[config.mk]
export PLATFORM = sky130hd
export DESIGN_NAME = cursor_key_subst
export DESIGN_NICKNAME = d
export VERILOG_FILES = /design/src/rtl/ckey_pkg.sv /design/src/rtl/ckey_regfile.sv /design/src/rtl/ckey_match.sv /design/src/rtl/ckey_select.sv /design/src/rtl/cursor_key_subst.sv
export SDC_FILE = /design/constraint.sdc
export NUM_CORES = 1
export LEC_CHECK = 0
export BUFFER_PORTS_ARGS = -buffer_cell sky130_fd_sc_hd__buf_2
export CORE_ASPECT_RATIO = 1.2
export CORE_MARGIN = 8
export CORE_UTILIZATION = 53
export DETAILED_ROUTE_END_ITERATION = 10
export GPL_TIMING_DRIVEN = 0
export PLACE_DENSITY = 0.74
export SYNTH_ARGS = -nofsm -noshare
export SYNTH_HDL_FRONTEND = slang
export SYNTH_SLANG_ARGS = --single-unit
[constraint.sdc]
create_clock -name clk -period 5.15 [get_ports clk]
set_input_delay 0.7725 -clock clk [delete_from_list [all_inputs] [get_ports clk]]
set_output_delay 0.7725 -clock clk [all_outputs]
set_load 0.01 [all_outputs]
[src/rtl/ckey_pkg.sv]
// Package: shared constants for the cursor color-key stage.
// Assumes byte addressing with 32-bit registers spaced four bytes apart.
package ckey_pkg;
    localparam int PIX_W_DEF   = 24;   // RGB pixel width
    localparam int WORD_W_DEF  = 32;   // incoming graphics word width
    localparam int REG_W_DEF   = 32;   // register word width
    localparam int ADDR_W_DEF  = 8;    // register address width
    localparam int NUM_SLOTS   = 4;    // control, mask, color 1, color 2
    localparam int SLOT_STRIDE = 4;    // bytes between registers

    // Register slot index, in address order from the base
    typedef enum logic [1:0] {
        SLOT_CTRL = 2'd0,
        SLOT_MASK = 2'd1,
        SLOT_COL1 = 2'd2,
        SLOT_COL2 = 2'd3
    } ckey_slot_e;
endpackage

[src/rtl/ckey_regfile.sv]
// Module: ckey_regfile
// Holds key, select position, mask and two cursor colors. Writes land on the
// clock edge; reads are combinational. Undefined bits and unmapped addresses
// read as zero. Assumes REG_W >= PIX_W + OFS_W.
module ckey_regfile
    import ckey_pkg::*;
#(
    parameter int PIX_W     = PIX_W_DEF,
    parameter int WORD_W    = WORD_W_DEF,
    parameter int REG_W     = REG_W_DEF,
    parameter int ADDR_W    = ADDR_W_DEF,
    parameter logic [ADDR_W-1:0] BASE_ADDR = 8'h50
) (
    input  logic                      clk,
    input  logic                      rst_n,
    input  logic                      wr_en,
    input  logic [ADDR_W-1:0]         addr,
    input  logic [REG_W-1:0]          wdata,
    output logic [REG_W-1:0]          rdata,
    output logic [PIX_W-1:0]          cfg_key,
    output logic [PIX_W-1:0]          cfg_mask,
    output logic [PIX_W-1:0]          cfg_col1,
    output logic [PIX_W-1:0]          cfg_col2,
    output logic [$clog2(WORD_W)-1:0] cfg_pos
);
    localparam int OFS_W = $clog2(WORD_W);

    logic [NUM_SLOTS-1:0] slot_hit;
    logic [PIX_W-1:0]     field_q [NUM_SLOTS];
    logic [OFS_W-1:0]     pos_q;

    // Address decode: one comparator per register slot
    for (genvar k = 0; k < NUM_SLOTS; k++) begin : g_dec
        assign slot_hit[k] = (addr == BASE_ADDR + ADDR_W'(SLOT_STRIDE * k));
    end

    // Storage: synchronous reset to zero, write on a decoded slot
    always_ff @(posedge clk) begin
        if (!rst_n) begin
            for (int k = 0; k < NUM_SLOTS; k++) begin
                field_q[k] <= '0;
            end
            pos_q <= '0;
        end else if (wr_en) begin
            for (int k = 0; k < NUM_SLOTS; k++) begin
                if (slot_hit[k]) begin
                    field_q[k] <= wdata[PIX_W-1:0];
                end
            end
            if (slot_hit[SLOT_CTRL]) begin
                pos_q <= wdata[PIX_W +: OFS_W];
            end
        end
    end

    // Read mux: undefined bits and unmapped addresses return zero
    always_comb begin
        rdata = '0;
        for (int k = 0; k < NUM_SLOTS; k++) begin
            if (slot_hit[k]) begin
                rdata[PIX_W-1:0] = field_q[k];
            end
        end
        if (slot_hit[SLOT_CTRL]) begin
            rdata[PIX_W +: OFS_W] = pos_q;
        end
    end

    assign cfg_key  = field_q[SLOT_CTRL];
    assign cfg_mask = field_q[SLOT_MASK];
    assign cfg_col1 = field_q[SLOT_COL1];
    assign cfg_col2 = field_q[SLOT_COL2];
    assign cfg_pos  = pos_q;
endmodule

[src/rtl/ckey_match.sv]
// Module: ckey_match
// Masked equality of a pixel against the key. Mask bits at zero drop the
// corresponding pixel bit from the compare. Purely combinational.
module ckey_match #(
    parameter int PIX_W = 24
) (
    input  logic [PIX_W-1:0] pixel,
    input  logic [PIX_W-1:0] key,
    input  logic [PIX_W-1:0] mask,
    output logic             hit
);
    logic [PIX_W-1:0] diff;

    // Per-bit masked difference
    for (genvar i = 0; i < PIX_W; i++) begin : g_bit
        assign diff[i] = (pixel[i] ^ key[i]) & mask[i];
    end

    // Match when no enabled bit differs
    assign hit = ~|diff;
endmodule

[src/rtl/ckey_select.sv]
// Module: ckey_select
// Picks the outgoing pixel: on a hit, one of two colors chosen by the input
// word bit at position pos; otherwise the pixel bits of the word unchanged.
module ckey_select #(
    parameter int PIX_W  = 24,
    parameter int WORD_W = 32
) (
    input  logic [WORD_W-1:0]         word,
    input  logic [$clog2(WORD_W)-1:0] pos,
    input  logic                      hit,
    input  logic [PIX_W-1:0]          col1,
    input  logic [PIX_W-1:0]          col2,
    output logic [PIX_W-1:0]          result
);
    logic sel_bit;

    // Bit that chooses the second color when set
    assign sel_bit = word[pos];

    // Output choice
    always_comb begin
        if (!hit) begin
            result = word[PIX_W-1:0];
        end else if (sel_bit) begin
            result = col2;
        end else begin
            result = col1;
        end
    end
endmodule

[src/rtl/cursor_key_subst.sv]
// Module: cursor_key_subst (top)
// One-cycle pixel stage: masked key compare and cursor color substitution,
// with a register port for key, select position, mask and two colors.
// Assumes the input stream needs no back-pressure.
module cursor_key_subst
    import ckey_pkg::*;
#(
    parameter int PIX_W     = PIX_W_DEF,
    parameter int WORD_W    = WORD_W_DEF,
    parameter int REG_W     = REG_W_DEF,
    parameter int ADDR_W    = ADDR_W_DEF,
    parameter logic [ADDR_W-1:0] BASE_ADDR = 8'h50
) (
    input  logic              clk,
    input  logic              rst_n,
    input  logic              reg_wr,
    input  logic [ADDR_W-1:0] reg_addr,
    input  logic [REG_W-1:0]  reg_wdata,
    output logic [REG_W-1:0]  reg_rdata,
    input  logic              pix_in_valid,
    input  logic [WORD_W-1:0] pix_in_data,
    output logic              pix_out_valid,
    output logic [PIX_W-1:0]  pix_out_data
);
    localparam int OFS_W = $clog2(WORD_W);

    logic [PIX_W-1:0] cfg_key;
    logic [PIX_W-1:0] cfg_mask;
    logic [PIX_W-1:0] cfg_col1;
    logic [PIX_W-1:0] cfg_col2;
    logic [OFS_W-1:0] cfg_pos;
    logic             key_hit;
    logic [PIX_W-1:0] next_pix;
    logic             valid_q;
    logic [PIX_W-1:0] data_q;

    ckey_regfile #(
        .PIX_W(PIX_W), .WORD_W(WORD_W), .REG_W(REG_W),
        .ADDR_W(ADDR_W), .BASE_ADDR(BASE_ADDR)
    ) u_regs (
        .clk(clk), .rst_n(rst_n), .wr_en(reg_wr), .addr(reg_addr),
        .wdata(reg_wdata), .rdata(reg_rdata),
        .cfg_key(cfg_key), .cfg_mask(cfg_mask), .cfg_col1(cfg_col1),
        .cfg_col2(cfg_col2), .cfg_pos(cfg_pos)
    );

    ckey_match #(.PIX_W(PIX_W)) u_match (
        .pixel(pix_in_data[PIX_W-1:0]), .key(cfg_key), .mask(cfg_mask),
        .hit(key_hit)
    );

    ckey_select #(.PIX_W(PIX_W), .WORD_W(WORD_W)) u_sel (
        .word(pix_in_data), .pos(cfg_pos), .hit(key_hit),
        .col1(cfg_col1), .col2(cfg_col2), .result(next_pix)
    );

    // Output stage: valid follows input by one cycle, data held when idle
    always_ff @(posedge clk) begin
        if (!rst_n) begin
            valid_q <= 1'b0;
            data_q  <= '0;
        end else begin
            valid_q <= pix_in_valid;
            if (pix_in_valid) begin
                data_q <= next_pix;
            end
        end
    end

    assign pix_out_valid = valid_q;
    assign pix_out_data  = data_q;
endmodule

## After elaboration in Yosys (flattened, before gate mapping)

Memory sizes are Yosys's and may differ from the RTL's.
Cells that the tools add are included.
Widths: inputs -> output; s select.

| word-level totals | value |
|---|---|
| word-level logic and storage cells | 93 |
| bits in writable memories | 96 |
| memories | 1 |
| output and inout bits | 57 |
| input bits | 76 |
| register bits after elaboration | 30 |

| operators by class | value |
|---|---|
| muxes and demuxes | 30 |
| reductions and logical operators | 2 |
| magnitude comparators | 1 |
| eq/ne operators | 4 |
| bitwise operators | 52 |

Memories:

| memory | words | bits a word | read ports | clocked after memory_dff | write ports | RTL line | RTL |
|---|---|---|---|---|---|---|---|
| u_regs.field_q | 4 | 24 | 4 | 0 | 4 | ckey_regfile.sv:29 | `logic [PIX_W-1:0] field_q [NUM_SLOTS];` |

Operator list:

| kind | count |
|---|---|
| $mux 24 | 10 |
| $eq 8x7->1 const B | 4 |
| $and 1x1->1 | 24 |
| $reduce_or 24->1 | 1 |
| $xor 1x1->1 | 24 |
| $mux 1 | 18 |
| $lt 5x6->1 const B | 1 |
| $bmux 1 s5 | 1 |
| $mux 5 | 1 |
| $or 1x1->1 | 4 |
| $reduce_and 2->1 | 1 |

## Depth between registers and ports, before layout

| logic depth | value |
|---|---|
| word-level depth | 6 |
| depth in mapped cells | 8 |
| depth with buffers taken out | 6 |

## By module

A second synthesis with hierarchy kept.

| second synthesis, totals | value |
|---|---|
| cells, all modules | 614 |
| area total of the unflattened synthesis | 7272.0 µm² |

Modules (own cells, without submodules):

| module | times used | cells each | area each (µm²) | seq. area each (µm²) |
|---|---|---|---|---|
| ckey_regfile | 1 | 310 | 4798.4 | 2982.9 |
| ckey_select | 1 | 185 | 1188.6 | 0.0 |
| cursor_key_subst | 1 | 79 | 955.9 | 500.5 |
| ckey_match | 1 | 40 | 329.1 | 0.0 |

## Worst setup path after synthesis

Ideal clock, no wire load.

| timing | value |
|---|---|
| path kind | in2reg |
| start | input reg_addr[1] |
| end | memory u_regs.field_q[1][0] (enable) |
| data arrival time | 3.427 ns |
| stages on the path | 5 |
| library setup time | 0.442 ns |
| buffers on the path | 2 |
| required time | 4.708 ns |
| path slack | 1.281 ns |
| cell sequence | nor4b_1 -> nand3b_1 -> buf_2 -> clkbuf_1 -> o31ai_1 |

RTL lines:

| element | RTL line | RTL |
|---|---|---|
| from (decl) | cursor_key_subst.sv:17 | `input logic [ADDR_W-1:0] reg_addr,` |
| to (decl) | ckey_regfile.sv:29 |  |

## Final worst setup path

| timing | value |
|---|---|
| start | input reg_addr[3] |
| end | output reg_rdata[16] |

| on the way | value |
|---|---|
| cells in the longest elaborated chain, start to end | 5 |
| elaborated cells between the ends (all ways) | 8 |
| those cells by class | eq/ne: 4; mux: 4 |

RTL lines:

| element | RTL line | RTL |
|---|---|---|
| $eq 8x7->1 | ckey_regfile.sv:34 | `assign slot_hit[k] = (addr == BASE_ADDR + ADDR_W'(SLOT_STRIDE * k));` |
| $mux 24 (3 in series) | ckey_regfile.sv:60 | `if (slot_hit[k]) begin` |
| $mux 24 (*) | ckey_regfile.sv:60 |  |
| to (decl) | cursor_key_subst.sv:19 | `output logic [REG_W-1:0] reg_rdata,` |

Mark *: on every way between the ends. The rest lies on a longest branch, timed or not.

==> run_results.csv <==
group,metric,value,unit
synth,syn_avg_cell_area,12.80,um^2
pwr,leakage,0.003331,uW
synth,synthFlopType,"edfxtp_1",
clock_tree,cts_hold_buf,0,
finish,final_util,0.6752,
placement,postPlaceCellArea,7522,um^2
synth,yosysMostFrequentCell,"and2_1",
timing,finalSetupTns,0,ps
setup_path,endpoint_kind,"primary output",
grt,grt_start_max_net_pins,25,
timing,skew,10.47,ps
timing,timing.slew.headroom,0.2140,
floorplanning,initial_core_util,0.5424,
clock_tree,cts_setup_buffers,0,
finish,fin_area,8178,um^2
clock_tree,clock_sinks,126,
synth,syn_inst,513,
floorplanning,core.rowCount,44,
drt,drt_iter0_drc,448,
timing,fmax,287.3,MHz
grt,grt_pass1_vias,5266,
finish,fin_cells,836,
synth,ys_ff_latch,126,
hold_path,hold_class,"in2reg",
setup_path,worstPathArrival,2710,ps
synth,yosys-top-cells-area,"edfxtp_1, and2_1, dfxtp_1, mux4_2, mux2i_1",
grt,antenna_found_initial,0,
synth,synthTopCellsByCount,"and2_1, edfxtp_1, mux2i_1",
timing,setup_viol,0,
clock_tree,numCtsBuffers,17,
floorplanning,dieArea,16230,um^2
setup_path,worst-setup-path-type,"in2out",
clock_tree,clock_path_buffers,2,
synth,synth-async-reset-ratio,0,
timing,min_period,3481,ps
synth,synth_warnings,0,
floorplanning,fp.dieH,138.0,um
drt,vias,4922,
setup_path,crit_required,4380,ps
placement,dp.cells,804,
job,maxCapViolations,0,
clock_tree,cts_resized,0,
synth,yosysTopAreaCell,"edfxtp_1",
drt,routed_wl,20090,um
clock_tree,worstSkewPairLatency,430,ps
grt,grt-ovfl-total,0,
synth,synth_top_area_share,0.4389,
pwr,power_density,340.2,nW/um^2
drt,route.detailed.drc,0,
outcome,status,"finished, final reports clean",
finish,drive_gt1_frac,0.3289,
synth,synth_sequential_area_ratio,0.5303,
setup_path,worstSetupStartpointType,"input port",
setup_path,path_max_fanout,10,
placement,portBuffers,125,
finish,fillers,943,
synth,synth_area,6569,um^2
floorplanning,ios,133,
placement,hpwl,14150,um
finish,area_growth,24.50,%
grt,grt_pass1_wl,29860,um
timing,rsz0062_at_grt,"false",
finish,antennaDiodeCount,0,
finish,nets,738,
timing,period_share,0.6759,
synth,synth-edff-count,96,
grt,track_usage,0.2475,
placement,gp_congestion,0.8570,
pwr,ir_worst_vdd,247.8,uV
timing,finalHoldViolCount,0,
timing,slew_violations,0,
drt,drtPass1Iterations,5,
drt,via_per_inst,5.888,
drt,wl_per_cell,24.03,um
clock_tree,cts_tree,"done",
clock_tree,clk_transition_reported_paths,60,ps
floorplanning,core_area,12110,um^2
timing,tightestPinTransition,1178,ps
synth,ys_types,39,
clock_tree,htreeDepth,4,
floorplanning,fp.dieW,117.6,um
drt,postRouteAntennaNets,0,
clock_tree,cts_root_buf,"clkbuf_16",
-- critical path, cell delays in order --
cell      delay (ps)
buf_2             90
clkbuf_1         420
clkbuf_1         660
mux4_2           420
nor2b_1          160
buf_2            180
-- path summary, 6_finish.rpt --
path | startpoint | endpoint | slack (ps) | cells after the start
hold reg to reg | pix_out_data[1] | pix_out_data[1] | 580 | 2
setup / recovery | reg_addr[3] | reg_rdata[16] | 1670 | 6
hold / removal | reg_wdata[27] | u_regs.cfg_pos[3] | 560 | 2
setup reg to reg | u_regs.field_q[0][10] | pix_out_data[6] | 2820 | 8
-- sequential cells by signal, summed over array words and instances (netlist names) --
name	count
pix_out_data	24
pix_out_valid	1
u_regs.cfg_pos	5
u_regs.field_q	96
-- cell families (layout without fill, tap and decap cells) --
kind of cell | after synthesis | in the layout | share of synthesized area
XOR/XNOR | 24 | 24 | 0.03200
AND/OR/NAND/NOR | 159 | 159 | 0.1497
buffers and inverters | 61 | 221 | 0.04267
multiplexers | 61 | 61 | 0.1387
other | 1 | 3 | 0.0005709
flip-flops | 126 | 126 | 0.5303
AO/OA/AOI/OAI | 81 | 81 | 0.1061
-- cells in the final DEF, fill, tap and decap left out, drive strengths merged, types with 5 or more instances in the layout --
cell type	netlist	routed
inv	26	26
nand3	5	5
and2	103	103
a221oi	24	24
a22oi	16	16
buf	15	143
clkbuf	20	38
edfxtp	96	96
o21ai	26	26
mux4	24	24
a22o	5	5
xor2	24	24
nand2	8	8
nor2b	26	26
clkinv	0	6
bufinv	0	5
mux2i	37	37
dfxtp	30	30
-- area by class of cell --
class                      count  area, um^2  share of cell area
sequential                   126        3483              0.4259
clock buffer                  18       439.2             0.05370
clock inverter                14       216.5             0.02647
inverter                      26       97.59             0.01193
timing repair buffer         128       708.2             0.08660
tap                          161       201.4             0.02463
multi-input combinational    328        2849              0.3484
buffer                        35       182.7             0.02234
-- stage by stage --
stage               total power, uW  hold WS (ps)  setup WS (ps)
floorplan                      1334         517.7           1281
global route                   2841         562.1           1586
finish                         2782         562.4           1669
global placement               1444         547.2         -311.1
detailed placement             1461         562.0           1700
CTS                            2779         550.7           1710
-- metal layers --
metal,global-route usage,share of wire
met5,0,0
met4,0.1404,0.036
met3,0.06354,0.092
met2,0.4308,0.50
met1,0.2747,0.37
-- power breakdown --
group          total [uW]  switching (uW)  internal, uW  leakage [uW]
clock                1340             469           871      0.000310
sequential           1180            32.3          1150       0.00116
combinational         265             147           118       0.00186
total                2780             648          2130       0.00333
Note: power is estimated with default switching activity, not from simulation.
